File: config.mk
export PLATFORM = sky130hd
export DESIGN_NAME = dual_feed_guard
export DESIGN_NICKNAME = d
export VERILOG_FILES = /design/src/rtl/dfg_pkg.sv /design/src/rtl/dfg_classify.sv /design/src/rtl/dfg_persist.sv /design/src/rtl/dual_feed_guard.sv
export SDC_FILE = /design/constraint.sdc
export NUM_CORES = 1
export LEC_CHECK = 0
export ABC_AREA = 1
export BUFFER_PORTS_ARGS = -buffer_cell sky130_fd_sc_hd__buf_2
export CORE_UTILIZATION = 57
export CTS_CLUSTER_SIZE = 25
export DETAILED_ROUTE_END_ITERATION = 10
export GPL_TIMING_DRIVEN = 0
export HOLD_SLACK_MARGIN = 0.12
export PLACE_DENSITY = 0.78
export SKIP_LAST_GASP = 1
export SYNTH_ARGS = -nofsm -noshare
export SYNTH_HDL_FRONTEND = slang
export SYNTH_SLANG_ARGS = --single-unit
File: constraint.sdc
create_clock -name clk -period 8.5 [get_ports clk]
set_input_delay 0.85 -clock clk [delete_from_list [all_inputs] [get_ports clk]]
set_output_delay 0.85 -clock clk [all_outputs]
set_load 0.02 [all_outputs]
File: src/rtl/dfg_pkg.sv
package dfg_pkg;

    typedef enum logic {
        CH_A = 1'b0,
        CH_B = 1'b1
    } chan_e;

    typedef struct packed {
        logic light;
        logic low;
        logic high;
    } verdict_t;

endpackage

File: src/rtl/dfg_classify.sv
module dfg_classify
    import dfg_pkg::*;
#(
    parameter int W = 16
) (
    input  chan_e          sel,
    input  logic [W-1:0]   mag_a,
    input  logic [W-1:0]   mag_b,
    input  logic [W-1:0]   full_scale,
    output verdict_t       verdict
);

    logic [W-1:0] act;
    logic [W-1:0] ina;
    logic [W-1:0] lo_lim;
    logic [W:0]   hi_lim;
    logic [W-1:0] light_lim;

    always_comb begin
        act       = (sel == CH_B) ? mag_b : mag_a;
        ina       = (sel == CH_B) ? mag_a : mag_b;
        lo_lim    = act - (act >> 3);
        hi_lim    = (W+1)'(act) + (W+1)'(act >> 3) + (W+1)'(act >> 6);
        light_lim = (full_scale >> 8) + (full_scale >> 9);
        verdict.light = (act < light_lim);
        verdict.low   = (ina < lo_lim);
        verdict.high  = ((W+1)'(ina) > hi_lim);
    end

endmodule

File: src/rtl/dfg_persist.sv
module dfg_persist #(
    parameter int TICKS = 10
) (
    input  logic clk,
    input  logic rst,
    input  logic stb,
    input  logic qual,
    output logic hit
);

    localparam int CW = $clog2(TICKS + 1);
    localparam logic [CW-1:0] LAST = CW'(TICKS - 1);

    logic [CW-1:0] cnt;

    assign hit = stb && qual && (cnt == LAST);

    always_ff @(posedge clk) begin
        if (rst) begin
            cnt <= '0;
        end else if (stb) begin
            if (!qual || hit)
                cnt <= '0;
            else
                cnt <= cnt + 1'b1;
        end
    end

endmodule

File: src/rtl/dual_feed_guard.sv
module dual_feed_guard
    import dfg_pkg::*;
#(
    parameter int W           = 16,
    parameter int FAULT_TICKS = 10,
    parameter int SWAP_TICKS  = 12
) (
    input  logic         clk,
    input  logic         rst,
    input  logic         smp_stb,
    input  logic [W-1:0] mag_a,
    input  logic [W-1:0] mag_b,
    input  logic [W-1:0] full_scale,
    output logic         sel_b,
    output logic         fault
);

    chan_e    sel_q;
    logic     fault_q;
    verdict_t vd;
    logic     mismatch;
    logic     fault_qual;
    logic     swap_qual;
    logic     fault_hit;
    logic     swap_hit;

    dfg_classify #(.W(W)) u_cls (
        .sel        (sel_q),
        .mag_a      (mag_a),
        .mag_b      (mag_b),
        .full_scale (full_scale),
        .verdict    (vd)
    );

    assign mismatch   = vd.low || vd.high;
    assign fault_qual = mismatch && !vd.light && !fault_q;
    assign swap_qual  = vd.high && !vd.light;

    dfg_persist #(.TICKS(FAULT_TICKS)) u_fault_cnt (
        .clk  (clk),
        .rst  (rst),
        .stb  (smp_stb),
        .qual (fault_qual),
        .hit  (fault_hit)
    );

    dfg_persist #(.TICKS(SWAP_TICKS)) u_swap_cnt (
        .clk  (clk),
        .rst  (rst),
        .stb  (smp_stb),
        .qual (swap_qual),
        .hit  (swap_hit)
    );

    always_ff @(posedge clk) begin
        if (rst) begin
            sel_q   <= CH_A;
            fault_q <= 1'b0;
        end else if (smp_stb) begin
            if (swap_hit)
                sel_q <= (sel_q == CH_A) ? CH_B : CH_A;
            if (fault_q)
                fault_q <= mismatch && !vd.light;
            else if (fault_hit)
                fault_q <= 1'b1;
        end
    end

    assign sel_b = (sel_q == CH_B);
    assign fault = fault_q;

endmodule

Word level (Yosys, flattened, before mapping)
Index checks and enable logic that the tools add are counted.
W data, S select, Z words.
- input port bits: 51
- logic and storage cells: 37
- output and inout port bits: 2
- flip-flop bits (word level): 10
- muxes and demuxes: 7
- reductions and logical operators: 15
- add/sub/neg operators: 6
- magnitude comparators: 3
- eq/ne operators: 2
- operators with widths (operator ; number):
    $mux W16 ; 2
    $add A16 B13 Y17 ; 1
    $add A17 B10 Y17 ; 1
    $gt A16 B17 Y1 ; 1
    $lt A16 B16 Y1 ; 1
    $lt A16 B9 Y1 ; 1
    $sub A16 B13 Y16 ; 1
    $add A8 B7 Y9 ; 1
    $add A4 B1 Y4 const B ; 2
    $eq A4 B4 Y1 const B ; 2
    $mux W4 ; 2
    $logic_and A1 B1 Y1 ; 7
    $logic_not A1 Y1 ; 4
    $logic_or A1 B1 Y1 ; 3
    $mux W1 ; 3
    $reduce_and A2 Y1 ; 1

Logic depth before layout (Yosys ltp)
Gate-level depths: netlist (run 1).
- word-level depth: 11
- mapped depth: 28
- mapped depth without buffers: 27

By module
From an unflattened synthesis (run 1), not the netlist that was laid out.
- cells, all modules: 595
- area, all modules: 3873.7 um2
- by module, submodules not included (module ; times used ; cells an instance ; seq. area each (um2) ; area an instance (um2)):
    dfg_classify ; 1 ; 516 ; 0.0 ; 3300.7
    dfg_persist at u_swap_cnt ; 1 ; 28 ; 80.1 ; 232.7
    dfg_persist at u_fault_cnt ; 1 ; 33 ; 80.1 ; 229.0
    dual_feed_guard ; 1 ; 18 ; 40.0 ; 111.4

Least setup slack after synthesis (run 1)
Ideal clock, no wire load.
- path kind: register to register
- start point: register sel_q (netlist: sel_b)
- end point: register u_fault_cnt.cnt[1]
- cell stages (with the launch flop): 28
- arrival: 4498 ps
- required time: 8370 ps
- buffers on the path: 2
- setup time: 130 ps
- setup slack: 3871 ps
- cell sequence: dfxtp_1 buf_2 clkbuf_1 nand2_1 o21ai_0 inv_1 fa_1 ha_1 fa_1 a21oi_1 o21ai_2 nand2_1 nand2_1 a21boi_1 o21ai_0 a21oi_1 nor2_1 xor2_1 ha_1 nand4_1 nor3_1 nand3_1 nand3_1 a21oi_2 nand2_1 nand2_2 nand2_2 a21oi_2
- longest elaborated chain between the ends: 11
- RTL lines (element ; RTL line ; RTL):
    from (decl) ; dual_feed_guard.sv:18 ; chan_e sel_q;
    from (signal assigned) ; dual_feed_guard.sv:61 ; sel_q <= (sel_q == CH_A) ? CH_B : CH_A;
    $mux W16 ; dfg_classify.sv:20 ; act = (sel == CH_B) ? mag_b : mag_a;
    $add A16 B13 Y17 ; dfg_classify.sv:23 ; hi_lim = (W+1)'(act) + (W+1)'(act >> 3) + (W+1)'(act >> 6);
    $add A17 B10 Y17 ; dfg_classify.sv:23 ;
    $gt A16 B17 Y1 ; dfg_classify.sv:27 ; verdict.high = ((W+1)'(ina) > hi_lim);
    $logic_or A1 B1 Y1 ; dual_feed_guard.sv:35 ; assign mismatch = vd.low || vd.high;
    $logic_and A1 B1 Y1 (*) (2 in a row) ; dual_feed_guard.sv:36 ; assign fault_qual = mismatch && !vd.light && !fault_q;
    $logic_and A1 B1 Y1 (2 in a row) ; dfg_persist.sv:16 ; assign hit = stb && qual && (cnt == LAST);
    $logic_or A1 B1 Y1 (*) ; dfg_persist.sv:22 ; if (!qual || hit)
    $mux W4 (*) ; dfg_persist.sv:22 ;
    to (signal assigned) ; dfg_persist.sv:25 ; cnt <= cnt + 1'b1;
    to (decl) ; dfg_persist.sv:14 ; logic [CW-1:0] cnt;
Every way passes the cells marked *; elsewhere a longest branch is shown, timed or not.
A chain may end at the register's enable or synchronous reset.

Final worst setup path (run 1)
- start point: register sel_q (netlist: sel_b)
- end point: register u_fault_cnt.cnt[2]
The elaborated chain is that of the path after synthesis.

==> results.md, run 1 <==
- Status: finished clean
- Worst slew pin tran: 0.946 ns
- FF+latch count, synth: 10
- Critical path data arrival time: 5.39 ns
- Count of pins over their slew limit: 0
- Final cycle utilization of the critical path: 62.1%
- Ys flop type: dfxtp_1
- Largest net degree at the start of global routing: 11
- Clock sink count: 10
- Syn-to-layout area delta: 10.4%
- Post-synth EDFFs: 0
- Worst-path clk slew: roughly 0.050 ns
- RSZ-0062 raised after global routing: false
- Pwr Density: 112 nW/um^2
- Initial antenna violation count: 0
- Worst setup EP type: flop
- First-pass GRT wire length: 13900 um
- Via density: 5.47
- # H-tree levels: 1
- Drt drc: 0
- Max FO, Critical Path: 10
- Worst setup SP type: flop
- CORE AREA: 5960 um^2
- Synth top area share: approximately 28%
- Crit path kind: reg2reg
- Maximum VDD drop: ~0.15 mV
- FP Rows: 28
- Netlist cell types: 37
- Min-delay worst type: reg2reg
- FFs w/ async S/R, synth: 0%
- Drt initial violations: 197
- Total power: 0.441 mW
- Commonest cells in the netlist: nand2_1, inv_1, ha_1
- Placed cell areas: 3870 um^2
- Cell count after synthesis: approximately 530
- Vias post-DR: 3577
- Mapped Area: between 3000 and 4000 um^2
- Total GRT Usage: 27.2%
- Antenna Violating Nets Remaining: 0
- FF-to-FF Start: sel_b
- Ys Warns: 0
- Maximum clock path buffer count: 2
- WP data required: 8.61 ns
- Skew-Pair Late Insertion Delay: 0.23 ns
- Clock period minus worst slack: 5.28 ns
- Layout cells sized above 1: 11.2%
- Vias in the first global route: 3198
- Total CTS buffers: 3
- Final setup vio count: 0
- Leak: about 2.1 nW
- Post-cts resize count: 0
- Count leader, synth: nand2_1
- Post-Syn Nets: ~680
- Mean Syn Cell Area: 6.70 um^2
- Fillers: 551
- Final Cell Area: 3930 um^2
- Total congestion overflow: 0
- Fmax: roughly 190 MHz
- Fin Clk Skew: 0.000315 ns
- Area contributors post-synth: ha_1, nand2_1, inv_1, fa_1, xor2_1
- DP HPWL: around 7500 um
- Max cap viols: 0
- Setup Buffers After CTS: 0
- Root Driver: clkbuf_8
- Rel. slew slack: 36.3%
- # hold bufs at CTS: 0
- Port bufs: 44
- Antenna diode count: 0
- Die Ht: 81.0 um
- Initial core utilization: 59.8%
- Area of the die: 6570 um^2
- Chip width: approximately 81 um
- Setup TNS: 0 ns
- Final GP Congestion: around 0.95
- WL final: 8750 um
- Hold wc startpoint: u_swap_cnt.cnt[3]
- Routed WL per cell: 13.4 um
- Register area share after synthesis: approximately 5.6%
- DR pass1 iterations: 6
- Synth area leader: ha_1
- Nets: 724
- Final Hold Vio Count: 0
- I/O Pins: 53
- Worst setup path startpoint: sel_b
- CTS tree: done
worst max-delay path: stages, from the launching register on:
cell and delay, ns:
dfxtp_1 0.43, buf_2 0.26, clkbuf_1 0.35, nand2_1 0.09, o21ai_0 0.19, inv_1 0.24
fa_1 0.51, ha_1 0.25, fa_1 0.40, a21oi_1 0.19, o21ai_2 0.10, nand2_1 0.06
nand2_1 0.08, a21boi_1 0.22, o21ai_0 0.17, a21oi_1 0.17, nor2_1 0.06, xor2_1 0.15
ha_1 0.34, nand4_1 0.12, nor3_1 0.13, nand3_1 0.12, nand3_1 0.12, a21oi_2 0.05
nand2_1 0.08, nand2_2 0.06, nand2_2 0.13, a21oi_2 0.07
per-layer routing:
layer,global-route usage [%],vias to the layer above,wire (um),part of all wire (%)
li1,-,1867,-,-
met1,33.5,1600,3890,45
met2,51.6,100,4230,48
met3,2.25,10,496,5.7
met4,4.46,0,129,1.5
met5,0,-,0,0
path summary, 6_finish.rpt:
check / endpoint / slack (ns) / cells after the start
hold / removal: u_swap_cnt.cnt[3] / 0.53 / 2
setup reg to reg: u_fault_cnt.cnt[2] / 3.22 / 27
setup / recovery: u_fault_cnt.cnt[2] / 3.22 / 27
hold reg to reg: u_swap_cnt.cnt[3] / 0.53 / 2
cells by family after synthesis:
logic type      after synthesis  share of synthesized area, %
simple gates                181                          21.1
compound gates              119                          19.0
xor+xnor                     35                          8.61
flops                        10                          5.62
buf+inv                      92                          9.95
fa+ha+maj                    93                          35.4
mux                           1                         0.281
registers in the layout (all words and copies together) (netlist names):
register / cells
fault: 1
sel_b: 1
u_fault_cnt.cnt: 4
u_swap_cnt.cnt: 4
power breakdown:
part	switching (mW)	internal, mW
Combinational	0.197	0.133
Clock	0.0185	0.0407
Sequential	0.00229	0.0494
Total	0.217	0.223
per-stage QoR:
| stage | setup slack [ns] | util [%] | hold WS [ns] | std cells |
|---|---|---|---|---|
| 6_report | 3.22 | 66.0 | 0.531 | 654 |
| 5_1_grt | 2.61 | 66.0 | 0.550 | 654 |
| 4_1_cts | 3.18 | 66.0 | 0.533 | 654 |
| 3_5_place_dp | 3.20 | 65.0 | 0.519 | 650 |
| 3_3_place_gp | 3.20 | 65.0 | 0.512 | 650 |
| 2_1_floorplan | 3.87 | - | 0.492 | 531 |
placed cells by master (no fill, tap or decap), types with 13 or more instances in the layout:
cell	netlist	routed
inv_1	84	84
nand3_1	18	18
xor2_1	28	28
ha_1	80	80
buf_2	1	45
fa_1	13	13
nor2_1	26	26
o21ai_0	43	43
a21oi_1	46	46
nand2_1	113	113
layout make-up:
cell class                 instances  area (um^2)  share of cell area, %
buffer                             7         35.0                  0.892
clock buffer                       4         55.1                   1.40
inverter                          85          319                   8.12
multi-input combinational        429         3010                   76.5
sequential                        10          200                   5.10
tap                               75         93.8                   2.39
timing repair buffer              44          220                   5.61
Note: power is estimated with default switching activity, not from simulation.
==> run 2, diff against run 1 <==
==> constraint.sdc (replaced) <==
create_clock -name clk -period 5.5 [get_ports clk]
set_input_delay 0.55 -clock clk [delete_from_list [all_inputs] [get_ports clk]]
set_output_delay 0.55 -clock clk [all_outputs]
set_load 0.02 [all_outputs]
==> run 2 against run 1 <==
First-iteration DRC count fell by 2.5%. Register-to-register slack got worse by 2.7 ns. Cell count fell by 0.15%. Critical path type unchanged. Largest power group unchanged. Highest routed layer unchanged.
==> results.md, run 2 (synthesis results as in run 1) <==
- Status: finished clean (unchanged)
- Worst Hold Depth: 2 (unchanged)
- Crit path kind: reg2reg (unchanged)
- CP endpoint: u_fault_cnt.cnt[2] (unchanged)
- R2r worst-path depth: 26 (was 27)
- Syn-to-layout area delta: 10.3% (was 10.4%)
- P_int: 0.345 mW (was 0.223 mW)
- Reg2reg setup slack: 0.53 ns (was 3.22 ns)
- Die Ht: 81.0 um (unchanged)
- Most common cell after layout, fill and taps aside: nand2_1 (unchanged)
- Layout cells sized above 1: 11.2% (about the same)
- Vias in the first global route: 3198 (unchanged)
- Pwr Density: 174 nW/um^2 (was 112 nW/um^2)
- Worst r2r dst: u_fault_cnt.cnt[2] (unchanged)
- Antenna diode count: 0 (unchanged)
- Critical path data arrival time: 5.07 ns (was 5.39 ns)
- Final cycle utilization of the critical path: 90.3% (was 62.1%)
- Antenna Violating Nets Remaining: 0 (unchanged)
- Clock sink count: 10 (unchanged)
- Clock period minus worst slack: 4.97 ns (was 5.28 ns)
- Final GP Congestion: 0.945 (unchanged)
- Setup Buffers After CTS: 0 (unchanged)
- Port bufs: 44 (unchanged)
- Total CTS buffers: 3 (unchanged)
- DR pass1 iterations: 5 (was 6)
- Count of pins over their slew limit: 0 (unchanged)
- # hold bufs at CTS: 0 (unchanged)
- Final setup vio count: 0 (unchanged)
- Maximum VDD drop: 0.234 mV (was 0.152 mV)
- Worst slew pin tran: 0.690 ns (was 0.946 ns)
- Clock share of power: 13.4% (about the same)
- Max cap viols: 0 (unchanged)
- Worst-path clk slew: 0.05 ns (about the same)
- Drt drc: 0 (unchanged)
- RSZ-0062 raised after global routing: false (unchanged)
- Total GRT Usage: 27.2% (unchanged)
- First-pass GRT wire length: 13900 um (unchanged)
- Worst setup path startpoint: sel_b (unchanged)
- Initial core utilization: 59.8% (unchanged)
- Hold wc startpoint: u_swap_cnt.cnt[3] (unchanged)
- Largest net degree at the start of global routing: 11 (unchanged)
- Maximum clock path buffer count: 2 (unchanged)
- Routed WL per cell: 13.4 um (about the same)
- DP HPWL: 7480 um (unchanged)
- Total power: 0.682 mW (was 0.441 mW)
- Initial antenna violation count: 0 (unchanged)
- Setup TNS: 0 ns (unchanged)
- Fmax: 201 MHz (was 189 MHz)
- Area of the die: 6570 um^2 (unchanged)
- Worst setup EP type: flop (unchanged)
- Most frequent cells in the layout: nand2_1, inv_1, ha_1 (unchanged)
- P_sw: 0.337 mW (was 0.217 mW)
- WP data required: 5.61 ns (was 8.61 ns)
- Chip width: 81.0 um (unchanged)
- FF-to-FF Start: sel_b (unchanged)
- # H-tree levels: 1 (unchanged)
- Leak: 2.11 nW (about the same)
- Total congestion overflow: 0 (unchanged)
- Rel. slew slack: 53.5% (was 36.3%)
- Fin Clk Skew: 0.00109 ns (was 0.000315 ns)
- Nets: 723 (was 724)
- Worst setup SP type: flop (unchanged)
- I/O Pins: 53 (unchanged)
- Max FO, Critical Path: 19 (was 10)
- Via density: 5.49 (was 5.47)
- Skew-Pair Late Insertion Delay: 0.23 ns (about the same)
- Drt initial violations: 192 (was 197)
- Final Hold Vio Count: 0 (unchanged)
- WL final: 8730 um (was 8750 um)
- FP Rows: 28 (unchanged)
- CORE AREA: 5960 um^2 (unchanged)
- Root Driver: clkbuf_8 (unchanged)
- Combinational share of power: 74.9% (was 74.8%)
- Min-delay worst type: reg2reg (unchanged)
- Largest regs: u_fault_cnt.cnt (4), u_swap_cnt.cnt (4) (unchanged)
- Switching portion of total power: 49.4% (was 49.3%)
- Vias post-DR: 3586 (was 3577)
- CTS tree: done (unchanged)
- Sequential group share of total power: 11.7% (about the same)
run 2: worst min-delay path by stage:
stage,to,slack [ns]
after global routing,u_fault_cnt.cnt[0],0.55
after detailed placement,u_swap_cnt.cnt[3],0.52
after floorplan,u_fault_cnt.cnt[0],0.49
after global placement,u_swap_cnt.cnt[3],0.51
after CTS,u_swap_cnt.cnt[3],0.53
final,u_swap_cnt.cnt[3],0.53
run 2: timing repair:
item / in CTS / in global routing
endpoints found under the hold margin: 0 / 0
resized for setup: 0 / 4
endpoints found under the setup margin: 0 / 10
run 2: critical path: stages, from the launching register on:
cell	delay, ns
dfxtp_1	0.44
clkbuf_4	0.31
nand2_1	0.08
o21ai_0	0.12
inv_1	0.25
fa_1	0.53
ha_1	0.24
fa_1	0.40
a21oi_1	0.20
o21ai_2	0.10
nand2_1	0.06
nand2_1	0.08
a21boi_1	0.22
o21ai_0	0.17
a21oi_1	0.17
nor2_1	0.06
xor2_1	0.15
ha_1	0.34
nand4_1	0.12
nor3_1	0.13
nand3_1	0.13
nand3_1	0.13
a21oi_2	0.05
nand2_1	0.08
nand2_2	0.06
nand2_2	0.13
a21oi_2	0.07
run 2: final cells by class:
class,instances,area [um^2]
fillers,553,2030
clock buffers,4,55.1
well taps,75,93.8
multi-input cells,429,3010
inverters,85,319
flip-flops and latches,10,200
plain buffers,6,33.8
repair buffers,44,220
run 2: metrics by stage:
step                util, %  std cells  area, um^2  setup WS, ns  hold WS (ns)
finish                 65.9        653        3930         0.533         0.531
CTS                    66.0        654        3930         0.177         0.533
global placement       65.0        650        3870         0.252         0.512
detailed placement     65.0        650        3870         0.211         0.519
global route           65.9        653        3930        0.0269         0.550
floorplan                 -        531        3560         0.871         0.492
run 2: per-layer routing:
layer	vias to the layer above	global-route usage (%)	routed length (um)
met5	-	0	0
met1	1602	33.5	4000
li1	1866	-	-
met2	110	51.6	4210
met4	0	4.46	120
met3	8	2.25	396
run 2: power groups by stage:
| stage | registers [mW] | logic (mW) | clock network [mW] |
|---|---|---|---|
| after floorplan | 0.0803 | 0.390 | 0 |
| after global placement | 0.0810 | 0.485 | 0 |
| after detailed placement | 0.0810 | 0.505 | 0 |
| after CTS | 0.0799 | 0.509 | 0.0936 |
| after global routing | 0.0802 | 0.587 | 0.0973 |
| final | 0.0800 | 0.511 | 0.0911 |
==> run 3, diff against run 2 <==
==> constraint.sdc (replaced) <==
create_clock -name clk -period 5.25 [get_ports clk]
set_input_delay 0.525 -clock clk [delete_from_list [all_inputs] [get_ports clk]]
set_output_delay 0.525 -clock clk [all_outputs]
set_load 0.02 [all_outputs]
==> run 3 against run 2 <==
Utilization increased by 0.21 points. Global-route usage is essentially flat. First-iteration DRC count down 12%. Critical endpoint unchanged. Combinational power grew 4.9%. Clock skew about the same. Sequential share of layout area barely moved. Clock power rose by 4.7%. Final area rose by 0.32%. Hold slack about the same.
==> results.md, run 3 (synthesis results as in run 1) <==
- Status: finished clean (unchanged)
- Crit path kind: reg2reg (unchanged)
- Final setup vio count: 0 (unchanged)
- Worst setup EP type: flop (unchanged)
- CP endpoint: u_fault_cnt.cnt[2] (unchanged)
- Final Hold Vio Count: 0 (unchanged)
- Switching portion of total power: 49.4% (about the same)
- Critical path data arrival time: 4.88 ns (was 5.07 ns)
- Layout cells sized above 1: 12.1% (was 11.2%)
- Post-Layout Cell Count: 653 (unchanged)
- Area of the die: 6570 um^2 (unchanged)
- Skew-Pair Late Insertion Delay: 0.23 ns (about the same)
- Placed Cells: 650 (unchanged)
- Nets: 723 (unchanged)
- Drt drc: 0 (unchanged)
- Worst r2r dst: u_fault_cnt.cnt[2] (unchanged)
- CTS tree: done (unchanged)
- Worst slew pin tran: 0.631 ns (was 0.690 ns)
- Most common cell after layout, fill and taps aside: nand2_1 (unchanged)
- Most frequent cells in the layout: nand2_1, inv_1, ha_1 (unchanged)
- Clock share of power: 13.3% (was 13.4%)
- Drt initial violations: 169 (was 192)
- Slowest cell delay on critical path: 0.52 ns (was 0.53 ns)
- Max FO, Critical Path: 19 (unchanged)
- Worst setup path startpoint: sel_b (unchanged)
- Initial antenna violation count: 0 (unchanged)
- Final GP Congestion: 0.945 (unchanged)
- Sequential group share of total power: 11.7% (about the same)
- # H-tree levels: 1 (unchanged)
- Worst-path clk slew: 0.05 ns (about the same)
- Total GRT Usage: 27.2% (about the same)
- Via density: 5.42 (was 5.49)
- Port bufs: 44 (unchanged)
- P_int: 0.362 mW (was 0.345 mW)
- Syn-to-layout area delta: 10.7% (was 10.3%)
- R2r worst-path depth: 25 (was 26)
- Min-delay worst type: reg2reg (unchanged)
- Vias in the first global route: 3197 (was 3198)
- Clock sink count: 10 (unchanged)
- Worst setup SP type: flop (unchanged)
- Fin Clk Skew: 0.00100 ns (was 0.00109 ns)
- Combinational share of power: 75.0% (was 74.9%)
- Fmax: 209 MHz (was 201 MHz)
- Setup TNS: 0 ns (unchanged)
- Final cycle utilization of the critical path: 91.0% (was 90.3%)
- Clock period minus worst slack: 4.78 ns (was 4.97 ns)
- Count of pins over their slew limit: 0 (unchanged)
- Maximum VDD drop: 0.245 mV (was 0.234 mV)
- Total CTS buffers: 3 (unchanged)
- FP Rows: 28 (unchanged)
- First-pass GRT wire length: 13800 um (was 13900 um)
- WL final: 8690 um (was 8730 um)
- Antenna diode count: 0 (unchanged)
- Vias post-DR: 3542 (was 3586)
- Initial core utilization: 59.8% (unchanged)
- Pwr Density: 182 nW/um^2 (was 174 nW/um^2)
- Die Ht: 81.0 um (unchanged)
- Routed WL per cell: 13.3 um (was 13.4 um)
- Maximum clock path buffer count: 2 (unchanged)
- Leak: 2.11 nW (about the same)
- Root Driver: clkbuf_8 (unchanged)
- P_sw: 0.353 mW (was 0.337 mW)
- Antenna Violating Nets Remaining: 0 (unchanged)
- Chip width: 81.0 um (unchanged)
- Setup Buffers After CTS: 0 (unchanged)
- I/O Pins: 53 (unchanged)
- Worst path most repeated cell: nand2_1 (unchanged)
- FF-to-FF Start: sel_b (unchanged)
- DP HPWL: 7480 um (unchanged)
- CP max-delay cell: fa_1 (unchanged)
- Max cap viols: 0 (unchanged)
- Total congestion overflow: 0 (unchanged)
- Rel. slew slack: 57.5% (was 53.5%)
- WP data required: 5.36 ns (was 5.61 ns)
- Largest regs: u_fault_cnt.cnt (4), u_swap_cnt.cnt (4) (unchanged)
- DR pass1 iterations: 4 (was 5)
- Final Util: 66.2% (was 65.9%)
- Largest net degree at the start of global routing: 20 (was 11)
- Total power: 0.715 mW (was 0.682 mW)
- CORE AREA: 5960 um^2 (unchanged)
- RSZ-0062 raised after global routing: false (unchanged)
- Reg2reg setup slack: 0.47 ns (was 0.53 ns)
==> run 3: per-stage QoR <==
step | hold slack (ns) | cell area [um^2] | setup WS, ns
floorplan | 0.492 | 3560 | 0.621
global placement | 0.512 | 3870 | 0.00248
detailed placement | 0.519 | 3870 | -0.0388
CTS | 0.533 | 3930 | 0.158
global route | 0.550 | 3940 | 0.0248
finish | 0.531 | 3940 | 0.475
==> run 3: power groups by stage <==
stage	sequential, mW	clock, mW	combinational, mW
floorplan	0.0841	0	0.409
global placement	0.0848	0	0.508
detailed placement	0.0848	0	0.529
CTS	0.0837	0.0981	0.533
global route	0.0840	0.102	0.615
finish	0.0837	0.0954	0.536
==> run 3: routing by layer <==
| metal | track usage [%] | vias up | wire [um] | part of all wire [%] |
|---|---|---|---|---|
| li1 | - | 1864 | - | - |
| met1 | 33.5 | 1582 | 3970 | 46 |
| met2 | 51.8 | 88 | 4220 | 49 |
| met3 | 2.25 | 8 | 400 | 4.6 |
| met4 | 3.75 | 0 | 98 | 1.1 |
| met5 | 0 | - | 0 | 0 |
==> run 3: repair_timing <==
item,4_1_cts,5_1_grt
hold buffers,0,0
endpoints found under the hold margin,0,0
cloned,0,0
resized for setup,0,12
pin swaps,0,0
setup endpoints to repair,9,10
==> run 3: cell type report <==
cell class | count | area, um^2
buffer | 6 | 37.5
sequential | 10 | 201
multi-input combinational | 429 | 3010
fill | 549 | 2020
timing repair buffer | 44 | 220
tap | 75 | 93.8
inverter | 85 | 319
clock buffer | 4 | 55.1
==> run 3: worst max-delay path, delay by kind of cell, from the launching register on <==
family / cells / cell delay, ns
xor+xnor: 1 / 0.15
buf+inv: 2 / 0.35
flops: 1 / 0.35
simple gates: 10 / 0.99
fa+ha+maj: 4 / 1.51
compound gates: 8 / 1.30
==> run 3: worst min path at each step <==
stage | startpoint | to | slack (ns) | cells past startpoint
3_3_place_gp | u_swap_cnt.cnt[3] | u_swap_cnt.cnt[3] | 0.51 | 2
4_1_cts | u_swap_cnt.cnt[3] | u_swap_cnt.cnt[3] | 0.53 | 2
2_1_floorplan | u_fault_cnt.cnt[0] | u_fault_cnt.cnt[0] | 0.49 | 2
5_1_grt | u_fault_cnt.cnt[0] | u_fault_cnt.cnt[0] | 0.55 | 2
6_report | u_swap_cnt.cnt[3] | u_swap_cnt.cnt[3] | 0.53 | 2
3_5_place_dp | u_swap_cnt.cnt[3] | u_swap_cnt.cnt[3] | 0.52 | 2
